### src/rtl/pwm4_pkg.sv
package pwm4_pkg;
  // Register write address map (inversion and commit-mode follow the duty block)
  localparam int unsigned ADR_RELOAD    = 0;
  localparam int unsigned ADR_DUTY_BASE = 1;

  function automatic int unsigned adr_pol(input int unsigned nch);
    return ADR_DUTY_BASE + nch;
  endfunction

  function automatic int unsigned adr_mode(input int unsigned nch);
    return ADR_DUTY_BASE + nch + 1;
  endfunction
endpackage

### src/rtl/pwm4_counter.sv
module pwm4_counter #(
  parameter int CNT_W = 12
) (
  input  logic             clk,
  input  logic             rst,
  input  logic             cnt_en,
  input  logic [CNT_W-1:0] reload,
  output logic [CNT_W-1:0] cnt_q,
  output logic [CNT_W-1:0] cnt_nxt,
  output logic             wrap,
  output logic             ovf_q
);
  localparam logic [CNT_W-1:0] CNT_MAX = {CNT_W{1'b1}};

  assign wrap    = cnt_en && (cnt_q == CNT_MAX);
  assign cnt_nxt = (cnt_q == CNT_MAX) ? reload : cnt_q + 1'b1;

  always_ff @(posedge clk) begin
    if (rst) begin
      cnt_q <= '0;
      ovf_q <= 1'b0;
    end else begin
      ovf_q <= wrap;
      if (cnt_en) cnt_q <= cnt_nxt;
    end
  end
endmodule

### src/rtl/pwm4_regs.sv
module pwm4_regs
  import pwm4_pkg::*;
#(
  parameter int CNT_W  = 12,
  parameter int NCH    = 4,
  parameter int ADDR_W = 4
) (
  input  logic                      clk,
  input  logic                      rst,
  input  logic                      wr_en,
  input  logic [ADDR_W-1:0]         wr_addr,
  input  logic [CNT_W-1:0]          wr_data,
  output logic [CNT_W-1:0]          reload_q,
  output logic [NCH-1:0][CNT_W-1:0] pre_q,
  output logic [NCH-1:0]            pol_pre_q,
  output logic                      mode_q
);
  localparam logic [ADDR_W-1:0] A_RELOAD = ADDR_W'(ADR_RELOAD);
  localparam logic [ADDR_W-1:0] A_POL    = ADDR_W'(adr_pol(NCH));
  localparam logic [ADDR_W-1:0] A_MODE   = ADDR_W'(adr_mode(NCH));

  always_ff @(posedge clk) begin
    if (rst) begin
      reload_q  <= '0;
      pol_pre_q <= '0;
      mode_q    <= 1'b1;
    end else if (wr_en) begin
      if (wr_addr == A_RELOAD) reload_q  <= wr_data;
      if (wr_addr == A_POL)    pol_pre_q <= wr_data[NCH-1:0];
      if (wr_addr == A_MODE)   mode_q    <= wr_data[0];
    end
  end

  for (genvar g = 0; g < NCH; g++) begin : g_duty
    localparam logic [ADDR_W-1:0] A_DUTY = ADDR_W'(ADR_DUTY_BASE + g);
    always_ff @(posedge clk) begin
      if (rst)                             pre_q[g] <= '0;
      else if (wr_en && wr_addr == A_DUTY) pre_q[g] <= wr_data;
    end
  end
endmodule

### src/rtl/pwm4_channel.sv
module pwm4_channel #(
  parameter int CNT_W = 12
) (
  input  logic             clk,
  input  logic             rst,
  input  logic             cnt_en,
  input  logic             wrap,
  input  logic [CNT_W-1:0] cnt_nxt,
  input  logic [CNT_W-1:0] pre,
  input  logic             pol_pre,
  input  logic             mode,
  output logic [CNT_W-1:0] cmp_q,
  output logic             raw_q,
  output logic             pol_q,
  output logic             pwm_q
);
  logic raw_d;
  logic pol_d;

  always_comb begin
    raw_d = raw_q;
    if (wrap)                              raw_d = 1'b1;
    else if (cnt_en && (cnt_nxt == cmp_q)) raw_d = 1'b0;
  end

  always_comb begin
    pol_d = pol_q;
    if (!mode || wrap) pol_d = pol_pre;
  end

  always_ff @(posedge clk) begin
    if (rst) begin
      cmp_q <= '0;
      raw_q <= 1'b0;
      pol_q <= 1'b0;
      pwm_q <= 1'b0;
    end else begin
      if (wrap) cmp_q <= pre;
      raw_q <= raw_d;
      pol_q <= pol_d;
      pwm_q <= raw_d ^ pol_d;
    end
  end
endmodule

### src/rtl/pwm4_reload_timer.sv
module pwm4_reload_timer #(
  parameter int CNT_W  = 12,
  parameter int NCH    = 4,
  parameter int ADDR_W = 4
) (
  input  logic              clk,
  input  logic              rst,
  input  logic              cnt_en,
  input  logic              wr_en,
  input  logic [ADDR_W-1:0] wr_addr,
  input  logic [CNT_W-1:0]  wr_data,
  output logic [NCH-1:0]    pwm_out,
  output logic              ovf_pulse
);
  logic [CNT_W-1:0]          cnt_q;
  logic [CNT_W-1:0]          cnt_nxt;
  logic                      wrap;
  logic [CNT_W-1:0]          reload_q;
  logic [NCH-1:0][CNT_W-1:0] pre_all;
  logic [NCH-1:0][CNT_W-1:0] cmp_all;
  logic [NCH-1:0]            pol_pre;
  logic [NCH-1:0]            pol_act;
  logic [NCH-1:0]            raw_all;
  logic                      mode_q;

  pwm4_counter #(.CNT_W(CNT_W)) u_cnt (
    .clk(clk), .rst(rst), .cnt_en(cnt_en), .reload(reload_q),
    .cnt_q(cnt_q), .cnt_nxt(cnt_nxt), .wrap(wrap), .ovf_q(ovf_pulse)
  );

  pwm4_regs #(.CNT_W(CNT_W), .NCH(NCH), .ADDR_W(ADDR_W)) u_regs (
    .clk(clk), .rst(rst), .wr_en(wr_en), .wr_addr(wr_addr), .wr_data(wr_data),
    .reload_q(reload_q), .pre_q(pre_all), .pol_pre_q(pol_pre), .mode_q(mode_q)
  );

  for (genvar g = 0; g < NCH; g++) begin : g_ch
    pwm4_channel #(.CNT_W(CNT_W)) u_ch (
      .clk(clk), .rst(rst), .cnt_en(cnt_en), .wrap(wrap), .cnt_nxt(cnt_nxt),
      .pre(pre_all[g]), .pol_pre(pol_pre[g]), .mode(mode_q),
      .cmp_q(cmp_all[g]), .raw_q(raw_all[g]), .pol_q(pol_act[g]),
      .pwm_q(pwm_out[g])
    );
  end
endmodule

### config.mk
export PLATFORM = sky130hd
export DESIGN_NAME = pwm4_reload_timer
export DESIGN_NICKNAME = d
export VERILOG_FILES = /design/src/rtl/pwm4_pkg.sv /design/src/rtl/pwm4_counter.sv /design/src/rtl/pwm4_regs.sv /design/src/rtl/pwm4_channel.sv /design/src/rtl/pwm4_reload_timer.sv
export SDC_FILE = /design/constraint.sdc
export NUM_CORES = 1
export LEC_CHECK = 0
export ABC_AREA = 1
export BUFFER_PORTS_ARGS = -buffer_cell sky130_fd_sc_hd__clkbuf_2
export CORE_ASPECT_RATIO = 2
export CORE_UTILIZATION = 40
export CTS_BUF_LIST = sky130_fd_sc_hd__clkbuf_8
export DETAILED_ROUTE_END_ITERATION = 8
export PLACE_DENSITY = 0.64
export SYNTH_ARGS = -nofsm -noshare
export SYNTH_HDL_FRONTEND = slang
export SYNTH_SLANG_ARGS = --single-unit
export TNS_END_PERCENT = 5
### constraint.sdc
create_clock -name clk -period 1.8 [get_ports clk]
set_input_delay 0.09 -clock clk [delete_from_list [all_inputs] [get_ports clk]]
set_output_delay 0.09 -clock clk [all_outputs]
set_load 0.02 [all_outputs]
Yosys cells after proc, flatten, opt, wreduce, memory -nomap -nowiden
Cells that the tools add are included.
{"block": "word_totals", "ff_bits": 138, "elab_cells": 69, "input_bits": 20}
{"block": "op_classes", "muxes": 13, "eq_ne": 11, "n_addsub": 1, "bitwise": 4, "reduce_logical": 15}
{"operator": "$eq 12x12->1", "n": 4}
{"operator": "$add 12x1->12 const B", "n": 1}
{"operator": "$eq 12x12->1 const B", "n": 1}
{"operator": "$eq 4x3->1 const B", "n": 3}
{"operator": "$mux 1", "n": 12}
{"operator": "$mux 12", "n": 1}
{"operator": "$logic_and 1x1->1", "n": 9}
{"operator": "$eq 4x2->1 const B", "n": 2}
{"operator": "$reduce_and 2->1", "n": 3}
{"operator": "$eq 4x1->1 const B", "n": 1}
{"operator": "$logic_not 4->1", "n": 1}
{"operator": "$xor 1x1->1", "n": 4}
{"operator": "$logic_not 1->1", "n": 1}
{"operator": "$logic_or 1x1->1", "n": 1}

Logic depth before layout (Yosys ltp)
Gate-level depths: netlist of run 1.
{"block": "logic_depth", "ltp_word": 7, "ltp_mapped": 17}

Modules after synthesis
Synthesis of run 1 repeated with hierarchy kept, for this count alone.
{"block": "hier_totals", "cells_unflattened": 1044, "area_unflattened_um2": 6804.0}
{"module": "pwm4_channel", "seq_area_each_um2": 300.3, "instances": 4, "area_each_um2": 777.0, "cells_per_inst": 121}
{"module": "pwm4_regs", "seq_area_each_um2": 1301.2, "instances": 1, "area_each_um2": 2752.6, "cells_per_inst": 404}
{"module": "pwm4_counter", "seq_area_each_um2": 260.2, "instances": 1, "area_each_um2": 943.4, "cells_per_inst": 156}

Worst setup path after synthesis of run 1
Ideal clock, no wire load.
{"block": "synth_timing", "path_kind": "flip-flop to flip-flop", "from": "register u_cnt.cnt_q[1]", "to": "register g_ch[2].u_ch.pwm_q", "setup_ns": 0.112, "arrival_time_ns": 1.805, "n_path_buf": 1, "path_stages_with_launch": 18, "slack_ns": -0.117, "period_less_slack_ns": 1.917, "path_cell_list": "dfxtp_1 -> ha_1 -> nand2_2 -> nor2_8 -> nand3_4 -> buf_12 -> nand2_8 -> nand2_4 -> nand2_1 -> nand2_1 -> nor2_1 -> nand2_1 -> nor2_1 -> nand3_1 -> nand2_1 -> nand2_1 -> nand2_1 -> nand2_1"}
{"block": "synth_via", "elab_chain_cells": 7}
{"item": "start: declaration", "line": "pwm4_counter.sv:8", "source": "output logic [CNT_W-1:0] cnt_q,"}
{"item": "start signal: assignment", "line": "pwm4_counter.sv:24", "source": "if (cnt_en) cnt_q <= cnt_nxt;"}
{"item": "$add 12x1->12 / $eq 12x12->1 (equally long branches)", "line": "pwm4_counter.sv:16, pwm4_counter.sv:15"}
{"item": "$mux 12", "line": "pwm4_counter.sv:16", "source": "assign cnt_nxt = (cnt_q == CNT_MAX) ? reload : cnt_q + 1'b1;"}
{"item": "$eq 12x12->1", "line": "pwm4_channel.sv:23", "source": "else if (cnt_en && (cnt_nxt == cmp_q)) raw_d = 1'b0;"}
{"item": "$logic_and 1x1->1", "line": "pwm4_channel.sv:23"}
{"item": "$mux 1", "line": "pwm4_channel.sv:23"}
{"item": "$mux 1", "line": "pwm4_channel.sv:22", "source": "if (wrap) raw_d = 1'b1;"}
{"item": "$xor 1x1->1 *", "line": "pwm4_channel.sv:41", "source": "pwm_q <= raw_d ^ pol_d;"}
{"item": "end signal: assignment", "line": "pwm4_channel.sv:41"}
{"item": "end: declaration", "line": "pwm4_channel.sv:15", "source": "output logic pwm_q"}
Every way passes the cells marked *; elsewhere a longest branch is shown, timed or not.
A chain may end at the register's enable or synchronous reset.

Worst setup path after layout of run 1
{"block": "layout_timing", "from": "register u_cnt.cnt_q[0]", "to": "register g_ch[2].u_ch.pwm_q"}
The elaborated chain is that of the path after synthesis.

==> results of run 1 <==
-- power by group through the flow --
stage | Combinational, mW | Clock (mW) | Sequential, mW
after floorplan | 0.363 | 0 | 3.21
after global placement | 0.620 | 0 | 3.21
after detailed placement | 0.621 | 0 | 3.21
after CTS | 0.666 | 2.81 | 3.14
after global routing | 0.815 | 2.93 | 3.15
final | 0.744 | 2.76 | 3.14
-- cell families after synthesis --
group / count (synthesis)
flops: 138
compound gates: 225
fa+ha+maj: 1
buf+inv: 154
xor+xnor: 2
simple gates: 390
-- metrics by stage --
step	instances	setup slack [ns]	cell area [sq um]	utilization (%)	hold slack, ns
floorplan	910	-0.0564	6390	-	0.225
global placement	1162	-0.446	7160	46.3	0.402
detailed placement	1162	-0.460	7160	46.3	0.404
CTS	1209	-0.296	7850	50.8	0.0110
global route	1220	-0.497	8220	53.2	0.0422
finish	1220	-0.399	8220	53.2	0.0265
-- registers in the layout (all words and copies together), names as in the netlist --
register	count
g_ch.u_ch.pwm_q	4
u_regs.mode_q	1
g_ch.u_ch.cmp_q	48
u_regs.pol_pre_q	4
g_ch.u_ch.raw_q	4
g_ch.u_ch.pol_q	4
u_cnt.ovf_q	1
u_regs.pre_q	48
u_regs.reload_q	12
u_cnt.cnt_q	12
-- worst max-delay path, stage by stage, from the launching register on --
cell and delay (ns):
dfxtp_2 0.36, ha_4 0.17, nand2_8 0.07, nor2_8 0.15, nand3_4 0.17, buf_6 0.18, o21ai_4 0.25, nand2_1 0.13
nand2_2 0.10, nand2_4 0.06, nor2_4 0.15, nand3_2 0.09, nand2_2 0.08, nand2_1 0.05, nand2_1 0.05, nand2_1 0.04
-- synthesized netlist by cell type (all sizes together) --
master  number  area, sq um
nor2       132          552
ha           1         12.5
inv        104          390
clkbuf      32          120
o21bai       2         18.8
nand3       69          373
o211ai       8         60.1
dfxtp      138         2760
nor3         1         5.00
nand3b       6         45.0
nand2      173          734
nand4        9         56.3
buf         13         88.8
clkinv       5         31.3
xnor2        1         8.76
xor2         1         8.76
o21ai      130          677
a21oi       85          425
-- area by class of cell --
type | count | area, sq um | share of cell area, %
Inverter | 109 | 427 | 5.19
Multi-Input combinational cell | 618 | 3310 | 40.2
Clock inverter | 12 | 173 | 2.10
Sequential cell | 138 | 2770 | 33.7
Tap cell | 198 | 248 | 3.01
Clock buffer | 19 | 262 | 3.18
Timing Repair Buffer | 126 | 1040 | 12.6
-- what timing repair did --
action / 4_1_cts / 5_1_grt
gates resized for setup: 51 / 76
pin swaps: 13 / 38
cloned: 0 / 2
endpoints found under the setup margin: 60 / 63
hold endpoints to repair: 34 / 0
buffers inserted: 5 / 9
hold buffers: 11 / 0
-- final timing paths --
path	to	depth (start not counted)
max	g_ch[2].u_ch.pwm_q	15
min	u_regs.mode_q	5
max reg2reg	g_ch[2].u_ch.pwm_q	15
min reg2reg	u_regs.reload_q[8]	2
-- per-layer routing --
| metal | global-route usage, % | vias up |
|---|---|---|
| met1 | 24.3 | 2822 |
| met3 | 3.71 | 65 |
| met5 | 0 | - |
| li1 | - | 3148 |
| met2 | 43.4 | 168 |
| met4 | 16.8 | 0 |
==> run_summary.xml, run 1 <==
<?xml version="1.0" encoding="UTF-8"?>
<metrics>
  <group name="status">
    <metric name="status" unit="">complete, but fails checks</metric>
    <metric name="violations_in_the_final_reports" unit="">setup timing</metric>
  </group>
  <group name="synthesis">
    <metric name="synthMuxAreaShare" unit="%">0</metric>
    <metric name="synth_simple_gate_area_share" unit="%">27.7</metric>
    <metric name="yosysSeqAreaShare" unit="%">43.4</metric>
    <metric name="synth_top_family_by_area" unit="">simple AND/OR/NAND/NOR gates</metric>
    <metric name="synth_compound_gate_area_share" unit="%">18.5</metric>
    <metric name="synth_fp_nets" unit="">931</metric>
    <metric name="synth_cell_types" unit="">34</metric>
    <metric name="postSynthCellCount" unit="">910</metric>
    <metric name="post_synth_instance_area" unit="sq mm">0.00637</metric>
    <metric name="ys_ff_latch" unit="">138</metric>
    <metric name="yosysWarnings" unit="">0</metric>
    <metric name="avgSynthCellArea" unit="sq um">7.00</metric>
    <metric name="synth_adder_area_share" unit="%">0.196</metric>
    <metric name="synth_xor_area_share" unit="%">0.275</metric>
  </group>
  <group name="clock_tree">
    <metric name="cts.path.max_buffers" unit="">2</metric>
    <metric name="cts.reportedPaths.clkPinSlew" unit="ns">0.08</metric>
    <metric name="clock_sinks" unit="">138</metric>
    <metric name="clock_latency" unit="ns">0.46</metric>
    <metric name="cts_tree" unit="">yes</metric>
    <metric name="htree_levels" unit="">4</metric>
    <metric name="ctsRootBufferMaster" unit="">clkbuf_8</metric>
    <metric name="tritoncts.num_buffers" unit="">17</metric>
  </group>
  <group name="global_routing">
    <metric name="pin_count_of_the_biggest_net_entering_global_routing" unit="">78</metric>
    <metric name="grt_first_pass_wirelength" unit="um">29900</metric>
    <metric name="grt_util_all_layers" unit="%">23.8</metric>
    <metric name="grt_overflow_total" unit="">0</metric>
    <metric name="antenna_violations_before_repair" unit="">0</metric>
    <metric name="first_global_vias" unit="">5826</metric>
  </group>
  <group name="drt">
    <metric name="wirelength_met1" unit="um">7040</metric>
    <metric name="drt-pass1-iter-count" unit="">5</metric>
    <metric name="post-route-drc-count" unit="">0</metric>
    <metric name="finalWirelength" unit="um">19300</metric>
    <metric name="vias" unit="">6203</metric>
    <metric name="dr_wl_met3" unit="um">724</metric>
    <metric name="wl_per_cell" unit="um">15.8</metric>
    <metric name="highest_layer" unit="">met4</metric>
    <metric name="count_of_routing_violations_after_the_opening_detailed_route_iteration" unit="">329</metric>
    <metric name="detail_route.vias_per_cell" unit="">5.08</metric>
    <metric name="postRouteAntennaNets" unit="">0</metric>
    <metric name="routed-wl-met2" unit="um">10300</metric>
  </group>
  <group name="power_and_ir_drop">
    <metric name="vdd_ir_max" unit="uV">1060</metric>
    <metric name="power.static_leakage" unit="nW">3.60</metric>
    <metric name="power_frac_seq" unit="%">47.3</metric>
    <metric name="fraction_of_power_consumed_by_combinational_cells" unit="%">11.2</metric>
    <metric name="power.internal" unit="mW">4.97</metric>
    <metric name="p_total" unit="mW">6.65</metric>
    <metric name="power.share.clock" unit="%">41.5</metric>
    <metric name="power.net_switching" unit="mW">1.68</metric>
    <metric name="swShare" unit="%">25.2</metric>
    <metric name="power_density" unit="mW/mm^2">809</metric>
  </group>
  <group name="worst_setup_path">
    <metric name="r2r-start" unit="">u_cnt.cnt_q[0]</metric>
    <metric name="timing.critical_path.fanout_max" unit="">6</metric>
    <metric name="worst_ep_required_time" unit="ns">2.15</metric>
    <metric name="arrival" unit="ns">2.55</metric>
    <metric name="cp_capture_type" unit="">register</metric>
    <metric name="critical_path.startpoint" unit="">u_cnt.cnt_q[0]</metric>
    <metric name="setup.worst_path.start_class" unit="">register</metric>
    <metric name="regToRegSetupSlack" unit="ns">-0.40</metric>
    <metric name="worst-setup-path-type" unit="">register to register</metric>
  </group>
  <group name="sta">
    <metric name="setup_repair_after_global_routing_missed_its_margin" unit="">yes</metric>
    <metric name="share_of_the_cycle_needed_by_the_critical_path_after_routing" unit="%">122</metric>
    <metric name="report.final.slew_viol_count" unit="">0</metric>
    <metric name="skew" unit="ns">0.0116</metric>
    <metric name="timing.setup.tns" unit="ns">-10.52</metric>
    <metric name="setup_viol" unit="">61</metric>
    <metric name="max_slew_margin" unit="%">60.0</metric>
    <metric name="final.min_clock_period" unit="ns">2.20</metric>
    <metric name="hold_viol_final" unit="">0</metric>
    <metric name="layout_setup_ws" unit="ns">-0.399</metric>
    <metric name="worst_slew_pin_slew" unit="ns">0.599</metric>
    <metric name="timing.fmax" unit="GHz">0.455</metric>
  </group>
  <group name="cells_and_area">
    <metric name="drive_above_1_share" unit="%">25.1</metric>
    <metric name="antennaDiodeCount" unit="">0</metric>
    <metric name="area_delta_synth_final" unit="%">29.1</metric>
    <metric name="mostFrequentLayoutCells" unit="">133 x nand2_1, 133 x dfxtp_1, 109 x nor2_1</metric>
    <metric name="layout.nets" unit="">1031</metric>
    <metric name="num-fill-cells" unit="">1494</metric>
  </group>
  <group name="place">
    <metric name="io_buffer_count" unit="">24</metric>
    <metric name="hpwlAfterDp" unit="um">13700</metric>
    <metric name="gp_routability_congestion" unit="">0.915</metric>
  </group>
  <group name="worst_hold_path">
    <metric name="worst_hold_path_type" unit="">input pin to register</metric>
    <metric name="timing.hold.worst.start" unit="">wr_addr[0]</metric>
  </group>
  <group name="die">
    <metric name="die-width" unit="um">91.2</metric>
    <metric name="floorplan.core_area" unit="sq mm">0.0155</metric>
    <metric name="top_level_ports" unit="">25</metric>
    <metric name="die_area" unit="sq mm">0.0165</metric>
    <metric name="initial_core_util" unit="%">41.2</metric>
    <metric name="chipHeight" unit="um">180</metric>
    <metric name="placementRows" unit="">64</metric>
  </group>
  <group name="run">
    <metric name="cap_viol_max_count" unit="">0</metric>
  </group>
</metrics>
(Power assumes the default switching activity.)
==> inputs of run 2 (changes only) <==
Settings changed: ABC_AREA 1 to not set.
==> run_summary.xml, run 2 <==
<?xml version="1.0" encoding="UTF-8"?>
<metrics>
  <group name="status">
    <metric name="status" unit="">complete, but fails checks</metric>
    <metric name="violations_in_the_final_reports" unit="">setup timing</metric>
  </group>
  <group name="drt">
    <metric name="post-route-drc-count" unit="">0</metric>
    <metric name="finalWirelength" unit="um">20500</metric>
    <metric name="wl_per_cell" unit="um">18.5</metric>
    <metric name="count_of_routing_violations_after_the_opening_detailed_route_iteration" unit="">354</metric>
    <metric name="postRouteAntennaNets" unit="">0</metric>
    <metric name="vias" unit="">5863</metric>
    <metric name="detail_route.vias_per_cell" unit="">5.28</metric>
    <metric name="drt-pass1-iter-count" unit="">5</metric>
  </group>
  <group name="clock_tree">
    <metric name="clock_sinks" unit="">138</metric>
    <metric name="clock_latency" unit="ns">0.46</metric>
    <metric name="cts_tree" unit="">yes</metric>
    <metric name="ctsRootBufferMaster" unit="">clkbuf_8</metric>
    <metric name="htree_levels" unit="">4</metric>
    <metric name="cts.reportedPaths.clkPinSlew" unit="ns">0.08</metric>
    <metric name="tritoncts.num_buffers" unit="">17</metric>
    <metric name="cts.path.max_buffers" unit="">2</metric>
  </group>
  <group name="global_routing">
    <metric name="grtUsageMet2" unit="%">46.6</metric>
    <metric name="grt_overflow_total" unit="">0</metric>
    <metric name="first_global_vias" unit="">5812</metric>
    <metric name="antenna_violations_before_repair" unit="">0</metric>
    <metric name="grt-busiest-layer" unit="">met2</metric>
    <metric name="grt_use_met1" unit="%">25.8</metric>
    <metric name="grt_util_all_layers" unit="%">25.5</metric>
    <metric name="grt_first_pass_wirelength" unit="um">31600</metric>
    <metric name="pin_count_of_the_biggest_net_entering_global_routing" unit="">79</metric>
    <metric name="grt_use_met3" unit="%">4.67</metric>
  </group>
  <group name="die">
    <metric name="die-width" unit="um">92.1</metric>
    <metric name="top_level_ports" unit="">25</metric>
    <metric name="placementRows" unit="">65</metric>
    <metric name="die_area" unit="sq mm">0.0168</metric>
    <metric name="chipHeight" unit="um">182</metric>
    <metric name="floorplan.core_area" unit="sq mm">0.0159</metric>
    <metric name="initial_core_util" unit="%">41.0</metric>
  </group>
  <group name="place">
    <metric name="io_buffer_count" unit="">24</metric>
    <metric name="place.detailed.instances" unit="">1049</metric>
    <metric name="gp_routability_congestion" unit="">0.936</metric>
    <metric name="hpwlAfterDp" unit="um">15100</metric>
  </group>
  <group name="sta">
    <metric name="report.final.slew_viol_count" unit="">0</metric>
    <metric name="share_of_the_cycle_needed_by_the_critical_path_after_routing" unit="%">147</metric>
    <metric name="final.min_clock_period" unit="ns">2.65</metric>
    <metric name="hold_viol_final" unit="">0</metric>
    <metric name="max_slew_margin" unit="%">57.4</metric>
    <metric name="timing.setup.tns" unit="ns">-23.60</metric>
    <metric name="setup_viol" unit="">62</metric>
    <metric name="timing.fmax" unit="GHz">0.378</metric>
    <metric name="skew" unit="ns">0.0149</metric>
    <metric name="worst_slew_pin_slew" unit="ns">0.639</metric>
    <metric name="setup_repair_after_global_routing_missed_its_margin" unit="">yes</metric>
    <metric name="layout_setup_ws" unit="ns">-0.845</metric>
  </group>
  <group name="cells_and_area">
    <metric name="mostFrequentLayoutCells" unit="">158 x nand2_1, 128 x buf_4, 126 x dfxtp_1</metric>
    <metric name="layout.nets" unit="">918</metric>
    <metric name="area_delta_synth_final" unit="%">33.7</metric>
    <metric name="final_cell_count_no_fill" unit="">1111</metric>
    <metric name="antennaDiodeCount" unit="">0</metric>
    <metric name="drive_above_1_share" unit="%">31.3</metric>
    <metric name="final_common_cell" unit="">nand2_1</metric>
    <metric name="reg_top3" unit="">g_ch.u_ch.cmp_q x48, u_regs.pre_q x48</metric>
  </group>
  <group name="synthesis">
    <metric name="asyncSetResetFlopFracSynth" unit="%">0</metric>
    <metric name="synth_commonest_cells" unit="">160 x nand2_1, 138 x dfxtp_1, 84 x a21oi_1</metric>
    <metric name="avgSynthCellArea" unit="sq um">8.62</metric>
    <metric name="post_synth_instance_area" unit="sq mm">0.00650</metric>
    <metric name="synth_ff_type" unit="">dfxtp_1</metric>
    <metric name="synthTopCellsByArea" unit="">dfxtp_1 43%, nand2_1 9.2%, mux2i_1 8.5%</metric>
    <metric name="synth.largest_area_cell" unit="">dfxtp_1</metric>
    <metric name="synth.top_cell.area_share" unit="%">42.5</metric>
    <metric name="yosysWarnings" unit="">0</metric>
    <metric name="synth_cell_types" unit="">77</metric>
    <metric name="yosysSeqAreaShare" unit="%">42.5</metric>
    <metric name="synthMostInstantiatedCell" unit="">nand2_1</metric>
    <metric name="ys_ff_latch" unit="">138</metric>
    <metric name="synth_fp_nets" unit="">775</metric>
    <metric name="synth_edf_count" unit="">0</metric>
    <metric name="postSynthCellCount" unit="">754</metric>
  </group>
  <group name="worst_hold_path">
    <metric name="worst_hold_path_type" unit="">input pin to register</metric>
  </group>
  <group name="run">
    <metric name="cap_viol_max_count" unit="">0</metric>
  </group>
  <group name="power_and_ir_drop">
    <metric name="power.static_leakage" unit="nW">3.55</metric>
    <metric name="vdd_ir_max" unit="uV">701</metric>
    <metric name="power_density" unit="mW/mm^2">714</metric>
  </group>
  <group name="worst_setup_path">
    <metric name="arrival" unit="ns">2.97</metric>
    <metric name="timing.critical_path.fanout_max" unit="">7</metric>
    <metric name="worst_ep_required_time" unit="ns">2.13</metric>
    <metric name="worst_path_largest_cell_delay" unit="ns">0.38</metric>
    <metric name="setup.worst_path.start_class" unit="">register</metric>
    <metric name="path_cells" unit="">nand4_4 &gt; buf_6 &gt; a211oi_2 &gt; or2_4 &gt; xor2_2 &gt; nand4_1 &gt; nor4_4 &gt; buf_4 &gt; and3_2 &gt; a2111oi_4</metric>
    <metric name="largest_delay_contributor_family_on_the_critical_path" unit="">simple AND/OR/NAND/NOR gates</metric>
    <metric name="worst-setup-path-type" unit="">register to register</metric>
    <metric name="timing.critical_path.slowest_stage_cell" unit="">dfxtp_4</metric>
    <metric name="cp_capture_type" unit="">register</metric>
    <metric name="critical_path.n_buffers_inverters" unit="">2</metric>
  </group>
</metrics>
-- run 2: cell count changes in the layout (fill, tap and decap cells not counted), moves of 10 or more --
cell     previous run  this run
o21ai_0            87         9
nand2_1           133       158
nand2_2            29         2
xor2_1              0        10
o21ai_1            20         0
nor2_2             13         1
xnor2_1             0        18
inv_1             100         9
buf_4              78       128
o21ai_2            20         3
nor2_1            109        70
mux2i_1             0        50
nand3_1            61        10
-- run 2: through the flow --
stage                     hold slack (ns)  power (mW)  cell area [sq um]  utilization [%]  setup WS, ns
after global routing                0.133        6.40               8690             54.8        -0.918
after global placement              0.378        3.60               7630             48.1        -0.900
after CTS                          0.0820        6.21               8390             52.9        -0.865
final                               0.107        6.20               8690             54.8        -0.845
after detailed placement            0.382        3.60               7630             48.1        -0.988
after floorplan                     0.222        3.39               6580                -        -0.641
-- run 2: repair_timing --
item / 4_1_cts / 5_1_grt
gates resized for setup: 41 / 46
hold buffers: 13 / 0
setup endpoints to repair: 66 / 65
buffers inserted: 8 / 9
hold endpoints to repair: 61 / 0
pin swaps: 13 / 25
-- run 2: area by class of cell --
class                   instances  area [sq um]
clock buffers                  21           289
inverters                      10          37.5
clock inverters                11           118
fillers                      1466          7170
repair buffers                180          1410
flip-flops and latches        138          2790
multi-input cells             550          3790
well taps                     201           251
-- run 2: power by group --
group / internal [mW] / switching, mW
registers: 3.07 / 0.0194
clock network: 1.37 / 1.23
logic: 0.238 / 0.279
total: 4.68 / 1.52
-- run 2: cells by family (layout without fill, tap and decap cells) --
logic type | count (synthesis) | in the layout | synth area share [%]
XOR/XNOR | 38 | 38 | 5.66
flip-flops | 138 | 138 | 42.5
multiplexers | 59 | 59 | 9.43
adder cells (fa/ha/maj) | 1 | 1 | 0.192
buffers and inverters | 66 | 222 | 4.81
AND/OR/NAND/NOR | 312 | 312 | 22.7
AO/OA/AOI/OAI | 140 | 140 | 14.7
-- run 2: path summary, 6_finish.rpt --
path / from / endpoint / slack [ns] / cells past startpoint
setup / recovery: u_cnt.cnt_q[2] / g_ch[3].u_ch.pwm_q / -0.85 / 10
hold / removal: wr_addr[0] / u_regs.mode_q / 0.11 / 4
setup reg to reg: u_cnt.cnt_q[2] / g_ch[3].u_ch.pwm_q / -0.85 / 10
hold reg to reg: u_regs.pre_q[10] / g_ch[0].u_ch.cmp_q[10] / 0.45 / 2
-- run 2: metal layers --
layer / wire length [um] / up-vias
li1: - / 2865
met1: 7290 / 2762
met2: 11200 / 176
met3: 690 / 60
met4: 1350 / 0
met5: 0 / -
-- run 2: worst register-to-register path, stage by stage (launching register included) --
cell	delay, ns
dfxtp_4	0.38
nand4_4	0.20
buf_6	0.20
a211oi_2	0.28
or2_4	0.20
xor2_2	0.15
nand4_1	0.32
nor4_4	0.38
buf_4	0.16
and3_2	0.19
a2111oi_4	0.05
